### src/rtl/tl_pkg.sv
package tl_pkg;
  localparam int EDGE_W = 12;
  localparam int STEP_W = 12;
  localparam int BYTE_W = EDGE_W + 4;
  localparam int WCNT_W = BYTE_W - 2;

  typedef logic [BYTE_W-1:0] tl_bytes_t;
  typedef logic [WCNT_W-1:0] tl_words_t;

  typedef enum logic [1:0] {ST_IDLE, ST_REQ, ST_WAIT, ST_FIN} tl_state_e;

  // bytes in a run of (last+1) texels at 2^size half-bytes each
  function automatic tl_bytes_t tl_run_bytes(input logic [EDGE_W-1:0] last_tx,
                                             input logic [1:0] sz);
    logic [BYTE_W:0] wide;
    wide = ((BYTE_W+1)'(last_tx) + (BYTE_W+1)'(1)) << sz;
    return wide[BYTE_W:1];
  endfunction

  // whole 64-bit words needed to hold a byte run
  function automatic tl_words_t tl_run_words(input tl_bytes_t b);
    logic [BYTE_W:0] s;
    s = (BYTE_W+1)'(b) + (BYTE_W+1)'(7);
    return s[BYTE_W:3];
  endfunction
endpackage

### src/rtl/tl_cmd_check.sv
module tl_cmd_check import tl_pkg::*; #(
  parameter int TMEM_BYTES = 4096,
  parameter int SRC_BYTES  = 1 << 20,
  parameter int TM_AW      = 9,
  parameter int SRC_AW     = 17
)(
  input  logic [TM_AW-1:0]  dst,
  input  logic [SRC_AW-1:0] src,
  input  logic [EDGE_W-1:0] last_tx,
  input  logic [1:0]        sz,
  output tl_words_t         words,
  output logic              fits
);
  localparam int AW_MAX = (SRC_AW > TM_AW) ? SRC_AW : TM_AW;
  localparam int CW = ((AW_MAX + 3 > BYTE_W) ? AW_MAX + 3 : BYTE_W) + 1;

  tl_bytes_t       bytes;
  logic [CW-1:0]   tm_end;
  logic [CW-1:0]   src_end;

  always_comb begin
    bytes   = tl_run_bytes(last_tx, sz);
    words   = tl_run_words(bytes);
    tm_end  = CW'({dst, 3'b000}) + CW'(bytes);
    src_end = CW'({src, 3'b000}) + CW'(bytes);
    fits    = (bytes != '0) && (tm_end <= CW'(TMEM_BYTES)) && (src_end <= CW'(SRC_BYTES));
  end

  // an accepted run is never empty and never larger than the texture memory
  always_comb begin
    if (fits) begin
      assert_words_fit_R7: assert (words != '0 && 32'(words) <= TMEM_BYTES / 8);
    end
  end
endmodule

### src/rtl/tl_row_tracker.sv
module tl_row_tracker #(
  parameter int STEP_W = 12
)(
  input  logic              clk,
  input  logic              rst_n,
  input  logic              clear,
  input  logic              adv,
  input  logic [STEP_W-1:0] step,
  output logic              odd_row,
  output logic              row_wrap
);
  localparam int ONE = 1 << (STEP_W - 1);

  logic [STEP_W-1:0] acc_q;
  logic              odd_q;
  logic [STEP_W:0]   acc_next;
  logic              interleave_on;

  assign interleave_on = (step != '0);
  assign acc_next      = {1'b0, acc_q} + {1'b0, step};
  assign row_wrap      = adv && interleave_on && (acc_next >= (STEP_W+1)'(ONE));
  assign odd_row       = odd_q;

  always_ff @(posedge clk or negedge rst_n) begin
    if (!rst_n) begin
      acc_q <= '0;
      odd_q <= 1'b0;
    end else if (clear) begin
      acc_q <= '0;
      odd_q <= 1'b0;
    end else if (row_wrap) begin
      acc_q <= '0;
      odd_q <= ~odd_q;
    end else if (adv && interleave_on) begin
      acc_q <= acc_next[STEP_W-1:0];
    end
  end

  assert_acc_below_one_R4: assert property (@(posedge clk) disable iff (!rst_n)
    acc_q < STEP_W'(ONE));

  assert_wrap_flips_row_R4: assert property (@(posedge clk) disable iff (!rst_n)
    row_wrap |=> (odd_q != $past(odd_q)));

  assert_flat_when_zero_R3: assert property (@(posedge clk) disable iff (!rst_n)
    (!interleave_on && !clear) |=> $stable(odd_q));
endmodule

### src/rtl/tex_block_loader.sv
module tex_block_loader import tl_pkg::*; #(
  parameter int TMEM_BYTES = 4096,
  parameter int SRC_BYTES  = 1 << 20,
  parameter int DW         = 64
)(
  input  logic                                clk,
  input  logic                                rst_n,
  input  logic                                cmd_valid,
  output logic                                cmd_ready,
  input  logic [$clog2(TMEM_BYTES/8)-1:0]     cmd_dst,
  input  logic [$clog2(SRC_BYTES/8)-1:0]      cmd_src,
  input  logic [EDGE_W-1:0]                   cmd_last_texel,
  input  logic [1:0]                          cmd_size,
  input  logic [STEP_W-1:0]                   cmd_step,
  output logic                                rd_req_valid,
  input  logic                                rd_req_ready,
  output logic [$clog2(SRC_BYTES/8)-1:0]      rd_req_addr,
  input  logic                                rd_data_valid,
  input  logic [DW-1:0]                       rd_data,
  output logic                                tm_we,
  output logic [$clog2(TMEM_BYTES/8)-1:0]     tm_addr,
  output logic [DW-1:0]                       tm_wdata,
  output logic                                done,
  output logic                                err
);
  localparam int TM_AW  = $clog2(TMEM_BYTES / 8);
  localparam int SRC_AW = $clog2(SRC_BYTES / 8);
  localparam int HALF   = DW / 2;

  tl_state_e          state;
  logic [TM_AW-1:0]   dst_q;
  logic [SRC_AW-1:0]  src_q;
  logic [1:0]         size_q;
  logic [STEP_W-1:0]  step_q;
  tl_words_t          words_q;
  tl_words_t          idx_q;
  logic               tm_we_q;
  logic [TM_AW-1:0]   tm_addr_q;
  logic [DW-1:0]      tm_wdata_q;
  logic               done_q;
  logic               err_q;

  tl_words_t          chk_words;
  logic               chk_fits;
  logic               odd_row;
  logic               row_wrap;

  // named internal events
  logic               cmd_fire, cmd_take, cmd_drop, beat, last_beat, wide_texel;
  logic [TM_AW-1:0]   word_abs, map_addr;
  logic [DW-1:0]      map_data;

  tl_cmd_check #(
    .TMEM_BYTES(TMEM_BYTES), .SRC_BYTES(SRC_BYTES), .TM_AW(TM_AW), .SRC_AW(SRC_AW)
  ) u_check (
    .dst(cmd_dst), .src(cmd_src), .last_tx(cmd_last_texel), .sz(cmd_size),
    .words(chk_words), .fits(chk_fits)
  );

  assign cmd_fire   = (state == ST_IDLE) && cmd_valid;
  assign cmd_take   = cmd_fire && chk_fits;
  assign cmd_drop   = cmd_fire && !chk_fits;
  assign beat       = (state == ST_WAIT) && rd_data_valid;
  assign last_beat  = beat && (idx_q == words_q - tl_words_t'(1));
  assign wide_texel = (size_q == 2'd3);

  tl_row_tracker #(.STEP_W(STEP_W)) u_rows (
    .clk(clk), .rst_n(rst_n), .clear(cmd_take), .adv(beat), .step(step_q),
    .odd_row(odd_row), .row_wrap(row_wrap)
  );

  always_comb begin
    word_abs = dst_q + TM_AW'(idx_q);
    map_addr = (odd_row && wide_texel) ? (word_abs ^ TM_AW'(1)) : word_abs;
    map_data = (odd_row && !wide_texel) ? {rd_data[HALF-1:0], rd_data[DW-1:HALF]} : rd_data;
  end

  always_ff @(posedge clk or negedge rst_n) begin
    if (!rst_n) begin
      state      <= ST_IDLE;
      dst_q      <= '0;
      src_q      <= '0;
      size_q     <= '0;
      step_q     <= '0;
      words_q    <= '0;
      idx_q      <= '0;
      tm_we_q    <= 1'b0;
      tm_addr_q  <= '0;
      tm_wdata_q <= '0;
      done_q     <= 1'b0;
      err_q      <= 1'b0;
    end else begin
      tm_we_q <= 1'b0;
      done_q  <= 1'b0;
      err_q   <= cmd_drop;
      case (state)
        ST_IDLE: if (cmd_take) begin
          dst_q   <= cmd_dst;
          src_q   <= cmd_src;
          size_q  <= cmd_size;
          step_q  <= cmd_step;
          words_q <= chk_words;
          idx_q   <= '0;
          state   <= ST_REQ;
        end
        ST_REQ: if (rd_req_ready) state <= ST_WAIT;
        ST_WAIT: if (rd_data_valid) begin
          tm_we_q    <= 1'b1;
          tm_addr_q  <= map_addr;
          tm_wdata_q <= map_data;
          idx_q      <= idx_q + tl_words_t'(1);
          state      <= last_beat ? ST_FIN : ST_REQ;
        end
        ST_FIN: begin
          done_q <= 1'b1;
          state  <= ST_IDLE;
        end
        default: state <= ST_IDLE;
      endcase
    end
  end

  assign cmd_ready    = (state == ST_IDLE);
  assign rd_req_valid = (state == ST_REQ);
  assign rd_req_addr  = src_q + SRC_AW'(idx_q);
  assign tm_we        = tm_we_q;
  assign tm_addr      = tm_addr_q;
  assign tm_wdata     = tm_wdata_q;
  assign done         = done_q;
  assign err          = err_q;

  assert_write_follows_beat_R9: assert property (@(posedge clk) disable iff (!rst_n)
    tm_we |-> $past(rd_data_valid));

  assert_done_after_write_R10: assert property (@(posedge clk) disable iff (!rst_n)
    done |-> ($past(tm_we) && cmd_ready));

  assert_single_done_R10: assert property (@(posedge clk) disable iff (!rst_n)
    done |=> !done);

  assert_reject_quiet_R7: assert property (@(posedge clk) disable iff (!rst_n)
    err |-> (!tm_we && !rd_req_valid && cmd_ready));

  assert_busy_not_ready_R11: assert property (@(posedge clk) disable iff (!rst_n)
    (rd_req_valid || tm_we) |-> !cmd_ready);
endmodule

### config.mk
export PLATFORM = sky130hd
export DESIGN_NAME = tex_block_loader
export DESIGN_NICKNAME = d
export VERILOG_FILES = /design/src/rtl/tl_pkg.sv /design/src/rtl/tl_cmd_check.sv /design/src/rtl/tl_row_tracker.sv /design/src/rtl/tex_block_loader.sv
export SDC_FILE = /design/constraint.sdc
export NUM_CORES = 1
export LEC_CHECK = 0
export BUFFER_PORTS_ARGS = -buffer_cell sky130_fd_sc_hd__buf_2
export CAP_MARGIN = 30
export CORE_ASPECT_RATIO = 1.4
export CORE_MARGIN = 4
export CORE_UTILIZATION = 25
export CTS_CLUSTER_DIAMETER = 60
export DETAILED_ROUTE_END_ITERATION = 6
export PLACE_DENSITY_LB_ADDON = 0.08
export RECOVER_POWER = 25
export SLEW_MARGIN = 30
export SYNTH_ARGS = -nofsm -noshare
export SYNTH_HDL_FRONTEND = slang
export SYNTH_SLANG_ARGS = --single-unit
### constraint.sdc
create_clock -name clk -period 4.5 [get_ports clk]
set_input_delay 0.225 -clock clk [delete_from_list [all_inputs] [get_ports clk]]
set_output_delay 0.225 -clock clk [all_outputs]
set_load 0.05 [all_outputs]
**Yosys cells after proc, flatten, opt, wreduce, memory -nomap -nowiden**

Cells that the tools add are included.

- Word-level logic and storage cells: 78
- Register bits: 159
- Input bits: 121
- Output and inout bits: 95

- Bitwise gates (word level): 2
- Add/subtract/negate cells: 9
- Magnitude comparators: 3
- Shift-type cells: 1
- Eq/ne operators: 8
- Reduce and logical (&&, ||, !) cells: 23
- Multiplexer cells: 18

Operator list:

| kind | number |
|---|---|
| 2-to-1 mux 64 bit | 1 |
| 2-to-1 mux 12 bit | 3 |
| 2-to-1 mux 14 bit | 2 |
| case mux 14 bit (2 select lines) | 1 |
| adder 20 x 16 -> 21 bit | 1 |
| less-or-equal comparator 21 x 13 -> 1 bit (second input constant) | 1 |
| less-or-equal comparator 21 bit (second input constant) | 1 |
| adder 12 x 16 -> 17 bit | 1 |
| adder 16 x 3 -> 17 bit (second input constant) | 1 |
| adder 17 x 14 -> 17 bit | 1 |
| left shift 17 x 2 -> 17 bit | 1 |
| nonzero test 16 bit | 1 |
| adder 14 x 1 -> 14 bit (second input constant) | 1 |
| == test 14 bit | 1 |
| subtractor 14 x 1 -> 14 bit (second input constant) | 1 |
| adder 12 x 1 -> 13 bit (second input constant) | 1 |
| adder 12 x 12 -> 13 bit | 1 |
| greater-or-equal comparator 13 x 12 -> 1 bit (second input constant) | 1 |
| nonzero test 12 bit | 1 |
| logical AND 1 bit | 11 |
| adder 9 bit | 1 |
| 2-to-1 mux 2 bit | 4 |
| case mux 2 bit (4 select lines) | 1 |
| == test 2 bit (second input constant) | 3 |
| 11 further kinds | 22 |

**Longest topological paths before layout**

- Depth after elaboration: 9
- Mapped depth: 23
- Gate-level depth less buffers: 17

**By module**

A second synthesis with hierarchy kept.

- Cell total of the unflattened synthesis: 1190
- Area total of the unflattened synthesis: 11175.7 um^2

By module, submodules not included:

| module | sequential area each (um^2) | area an instance (um^2) | times used | cells each |
|---|---|---|---|---|
| tex_block_loader | 3653.5 | 7664.9 | 1 | 732 |
| tl_cmd_check | 0.0 | 2389.8 | 1 | 342 |
| tl_row_tracker | 325.3 | 1121.1 | 1 | 116 |

**Worst setup path after synthesis**

OpenSTA, ideal clock, no wires.

- Path type: input port to flip-flop
- Start point: input cmd_last_texel[0]
- End point: register dst_q[2]
- Arrival time: 4.258 ns
- Setup time: 0.125 ns
- Required time: 4.375 ns
- Path slack: 0.118 ns
- Buffers on the path: 3
- Stages on the path: 19
- Cells stage by stage: ha_1 > clkbuf_1 > nand3b_1 > a21oi_1 > o41ai_1 > ha_1 > inv_1 > fa_1 > nand3b_1 > a221oi_1 > nand4_1 > nor4_1 > o2111ai_1 > o31a_1 > nor4_1 > and3_1 > buf_4 > buf_4 > mux2_2

- Cells in the longest elaborated chain, start to end: 8
- Elaborated cells on any way between the ends: 11
- Classes of those cells: 3 x add/sub; 2 x order compare; 1 x shift; 5 x reduce/logical

RTL lines:

| element | RTL line | source |
|---|---|---|
| start, declared | tex_block_loader.sv:12 | `input logic [EDGE_W-1:0] cmd_last_texel,` |
| adder 12 x 1 -> 13 bit * | tl_pkg.sv:16 | `wide = ((BYTE_W+1)'(last_tx) + (BYTE_W+1)'(1)) << sz;` |
| left shift 17 x 2 -> 17 bit * | tl_pkg.sv:16 |  |
| adder 12 x 16 -> 17 bit | tl_cmd_check.sv:24 | `tm_end = CW'({dst, 3'b000}) + CW'(bytes);` |
| less-or-equal comparator 21 x 13 -> 1 bit | tl_cmd_check.sv:26 | `fits = (bytes != '0) && (tm_end <= CW'(TMEM_BYTES)) && (src_end <= CW'(SRC_BYTES));` |
| logical AND 1 bit | tl_cmd_check.sv:26 |  |
| logical AND 1 bit * | tl_cmd_check.sv:26 |  |
| logical AND 1 bit * | tex_block_loader.sv:61 | `assign cmd_take = cmd_fire && chk_fits;` |
| AND reduction 2 bit (no source line) * | n/a |  |
| end signal, assigned | tex_block_loader.sv:98 | `dst_q <= cmd_dst;` |
| end, declared | tex_block_loader.sv:31 | `logic [TM_AW-1:0] dst_q;` |

Mark *: on every way between the ends. The rest lies on a longest branch, timed or not.
A chain may end at the register's enable or synchronous reset.

**Worst setup path after layout**

- Start point: input cmd_last_texel[3]
- End point: register idx_q[5]

- Cells in the longest elaborated chain, start to end: 9
- Elaborated cells on any way between the ends: 12
- Classes of those cells: 3 x add/sub; 2 x order compare; 1 x eq/ne; 1 x shift; 5 x reduce/logical

RTL lines:

| element | RTL line | source |
|---|---|---|
| adder 12 x 1 -> 13 bit * | tl_pkg.sv:16 |  |
| left shift 17 x 2 -> 17 bit * | tl_pkg.sv:16 |  |
| adder 12 x 16 -> 17 bit | tl_cmd_check.sv:24 |  |
| less-or-equal comparator 21 x 13 -> 1 bit | tl_cmd_check.sv:26 |  |
| logical AND 1 bit | tl_cmd_check.sv:26 |  |
| logical AND 1 bit * | tl_cmd_check.sv:26 |  |
| logical AND 1 bit * | tex_block_loader.sv:61 |  |
| inequality test 2 x 1 -> 1 bit (no source line) * | n/a |  |
| AND reduction 3 bit (no source line) * | n/a |  |
| end signal, assigned | tex_block_loader.sv:111 | `idx_q <= idx_q + tl_words_t'(1);` |
| end, declared | tex_block_loader.sv:36 | `tl_words_t idx_q;` |

Marked as above.

==> flow_summary_export.csv <==
group,metric,value,unit
setup_path,cp_max_fo,25,
synth,yosys_most_used_dff,"dfrtp_1",
final_layout,design_area,0.01350,mm^2
timing,period_share,0.9295,
synth,synth_fp_nets,1329,
setup_path,slowest_stage,"fa_1",
setup_path,r2r_end,"u_rows.acc_q[5]$_DFFE_PN0P_",
clock_network,clk_pin_slew,0.08,ns
hold_path,worstHoldPathCells,2,
power_and_ir_drop,vdd_ir_drop_max,0.3602,mV
drt,wirelength,34.33,mm
synth,syn_avg_cell_area,9.188,um^2
synth,async_reset_ff_frac,1.000,
final_layout,drive_above_1_share,0.2645,
drt,via_per_inst,4.705,
power_and_ir_drop,p_sw_frac,0.4988,
drt,antenna_left,0,
status,outcome,"complete, but fails checks",
synth,yosysTopAreaCellShare,0.3761,
power_and_ir_drop,p_switching,4.216,mW
global_routing,grt_pass1_vias,9409,
timing,final.setup.worst_slack,0.3171,ns
clock_network,h-tree-depth,4,
synth,ys_warn_count,0,
timing,rsz0062_at_grt,"false",
clock_network,clock_tree.buffer_depth,2,
setup_path,crit_arrival,4.50,ns
power_and_ir_drop,power_density,626.0,mW/mm^2
timing,max_freq,239.1,MHz
global_routing,grt_usage,0.1482,
floorplanning,core_area,0.04140,mm^2
global_routing,antenna_found_initial,5,
synth,synthTopCellsByArea,"dfrtp_1 (38%), ha_1 (7.0%), mux2i_1 (6.9%)",
final_layout,nets,1624,
timing,finalHoldViolCount,0,
power_and_ir_drop,combPwrFrac,0.547,
final_layout,synthToLayoutAreaGrowth,28.45,%
final_layout,fillers,4406,
clock_network,cts.root.buffer_cell,"clkbuf_16",
place,routabilityCongestion,0.7863,
timing,setup_viol,0,
setup_path,cp_num_buf_inv,8,
clock_network,cts_tree,"yes",
hold_path,min_path_type,"in2reg",
setup_path,critPathLaunchType,"primary input",
synth,synth_most_common_cell,"dfrtp_1",
synth,synth_edf_count,0,
setup_path,rr_startpoint,"step_q[0]$_DFFE_PN0P_",
setup_path,end_kind,"flop",
global_routing,overflow,0,
place,place_area,0.01286,mm^2
synth,synth_cells,1144,
drt,dr.pass1.iters,4,
synth,synth.distinct_cells,68,
timing,tightest_slew,1.906,ns
timing,slew_headroom,-0.2710,
synth,yosys-top-cells-count,"dfrtp_1 (158), nand2_1 (128), o21ai_0 (110)",
final_layout,finalNonFillerCells,1995,
synth,synth-seq-cells,158,
setup_path,critPathKind,"in2reg",
synth,yosysSeqAreaShare,0.3761,
timing,period_needed,4.183,ns
floorplanning,dieArea,0.04544,mm^2
place,portBuffers,215,
drt,wl_per_cell,17.21,um
floorplanning,rows,88,
floorplanning,die_w,181.3,um
place,dp_hpwl,27.20,mm
timing,drv_slew,71,
global_routing,grt_max_degree,111,
global_routing,grt_pass1_wl,53.56,mm
setup_path,rrSetupSlack,1.31,ns
setup_path,worstPathRequired,4.82,ns
synth,synth_area,0.01051,mm^2
power_and_ir_drop,p_int,4.237,mW
synth,synth_top_area_cell,"dfrtp_1",
clock_network,clk-insertion-delay-late,0.45,ns
place,place_ws,-0.2727,ns
drt,drcViolationCount,0,
status,violations,"max-capacitance violations, max-slew violations",
setup_path,path_cells,"buf_2 > buf_4 > and4_1 > buf_4 > a21o_1 > a31oi_1 > a21oi_1 > buf_4 > buf_4 > fa_1 > nor2b_1 > or4_1 > o211ai_1 > nor4_1 > o2111ai_1 > o31a_1 > nor4_2 > buf_4 > and3_4 > buf_12 > buf_4 > nand3b_1 > nand3_1",
timing,whs,0.02274,ns
setup_path,ff2ff_path_depth,13,
power_and_ir_drop,seq_power_share,0.287,
clock_network,postCtsSetupRepairBufs,0,
hold_path,holdPathEnd,"step_q[1]$_DFFE_PN0P_",
setup_path,crit_top_cell,"buf_4",
clock_network,numClockSinks,158,
clock_network,numCtsBuffers,17,
floorplanning,dieHeight,250.6,um
power_and_ir_drop,p_leak,6.189,nW
drt,vias,9387,
setup_path,crit_family,"simple AND/OR/NAND/NOR gates",
hold_path,min_from,"cmd_step[1]",
floorplanning,io_pins,216,
floorplanning,start_util,0.2539,
timing,final.setup_skew,0.01601,ns
power_and_ir_drop,power_frac_clock,0.166,
job,maxCapViolCount,1,
drt,initialDrtViolationCount,350,
setup_path,max_stage_delay,0.41,ns
place,dp.cells,1949,
## logic make-up (layout without fill, tap and decap cells)
kind of cell,Yosys count,count (layout),synth area share
compound gates,297,297,0.1745
xor+xnor,58,58,0.04833
fa+ha+maj,64,64,0.07975
buf+inv,107,415,0.04464
flops,158,158,0.3761
mux,117,117,0.1168
other cells,0,3,0
simple gates,343,343,0.1599
## placed cells by master, fill, tap and decap left out, types with 5 or more instances in the layout
cell type	n
buf_4	105
o21bai_1	6
o21ai_1	5
a21o_1	17
inv_1	48
o21a_1	6
xnor2_1	38
nand2_1	127
nor4_1	14
o31ai_1	8
xor2_1	20
or2_2	6
nand3_1	43
ha_1	59
nand3b_1	8
o21ai_0	110
nand2b_1	9
mux2i_1	72
a31oi_1	13
fa_1	5
a21oi_1	62
nor2b_1	17
nor3_1	12
dfrtp_1	158
nand4_1	12
and2_1	7
nor3b_1	6
a22o_1	7
clkbuf_1	33
mux2_2	45
clkinv_4	5
and3_1	6
nor2_1	53
a211oi_1	12
o211ai_1	6
buf_2	181
o2111ai_1	6
dlygate4sd3_1	11
clkbuf_16	17
## registers in the layout, summed over array words and instances, names as in the netlist, 2 cells and up
name and flops:
tm_wdata 64, src_q 17, idx_q 14, words_q 13, step_q 12, u_rows.acc_q 12
dst_q 9, tm_addr 9, size_q 2, state 2
## what timing repair did
action	4_1_cts	5_1_grt
hold buffers	11	0
setup endpoints to repair	0	53
endpoints found under the hold margin	78	0
resized for setup	0	3
## power groups by stage
stage	Combinational, mW	Clock [mW]	Sequential [mW]
after floorplan	2.44	0	3.38
after global routing	5.01	1.53	2.52
after detailed placement	4.72	0	2.47
after global placement	4.69	0	2.46
after CTS	4.73	1.47	2.44
final	4.62	1.40	2.43
## routing by layer
| layer | up-vias | GRT usage | share of wire |
|---|---|---|---|
| met5 | - | 0 | 0.00023 |
| met1 | 4377 | 0.1869 | 0.44 |
| met4 | 2 | 0.05471 | 0.029 |
| met2 | 214 | 0.2547 | 0.49 |
| li1 | 4744 | - | - |
| met3 | 50 | 0.02397 | 0.035 |
## worst max path at each step
stage                          from               endpoint  slack [ns]  cells after the start
2_1_floorplan     cmd_last_texel[0]   dst_q[2]$_DFFE_PN0P_        0.12                     19
3_3_place_gp      cmd_last_texel[3]   idx_q[5]$_DFFE_PN0P_       -0.20                     22
3_5_place_dp      cmd_last_texel[3]  src_q[16]$_DFFE_PN0P_       -0.27                     20
4_1_cts           cmd_last_texel[3]   idx_q[5]$_DFFE_PN0P_        0.20                     22
5_1_grt        idx_q[0]$_DFFE_PN0P_        rd_req_addr[16]        0.02                     14
6_report          cmd_last_texel[3]   idx_q[5]$_DFFE_PN0P_        0.32                     23
## worst reg2reg max path, stage by stage (launching register included)
cell and delay [ns]:
dfrtp_1 0.39, ha_1 0.24, fa_1 0.40, a21o_1 0.18, a21oi_1 0.22, nor2b_1 0.07
o21ai_0 0.30, a211oi_1 0.19, nor4_1 0.25, nand2_1 0.08, a211oi_1 0.32, buf_4 0.22
nand3_1 0.08, a21oi_1 0.17
## cell type report
| class | instances | area, um^2 | share of cell area |
|---|---|---|---|
| diodes | 3 | 7.507 | 0.0005560 |
| clock buffers | 17 | 425.4 | 0.03151 |
| clock inverters | 15 | 130.1 | 0.009638 |
| inverters | 48 | 180.2 | 0.01334 |
| multi-input cells | 879 | 6125 | 0.4536 |
| flip-flops and latches | 158 | 3954 | 0.2928 |
| well taps | 540 | 675.6 | 0.05004 |
| repair buffers | 335 | 2004 | 0.1485 |
## through the flow
stage	TNS, ns	power (mW)	utilization
4_1_cts	0	8.640	0.3267
3_5_place_dp	-14.53	7.183	0.3106
2_1_floorplan	0	5.822	-
3_3_place_gp	-8.959	7.145	0.3106
6_report	0	8.453	0.3261
5_1_grt	0	9.057	0.3259
Note: power is estimated with default switching activity, not from simulation.
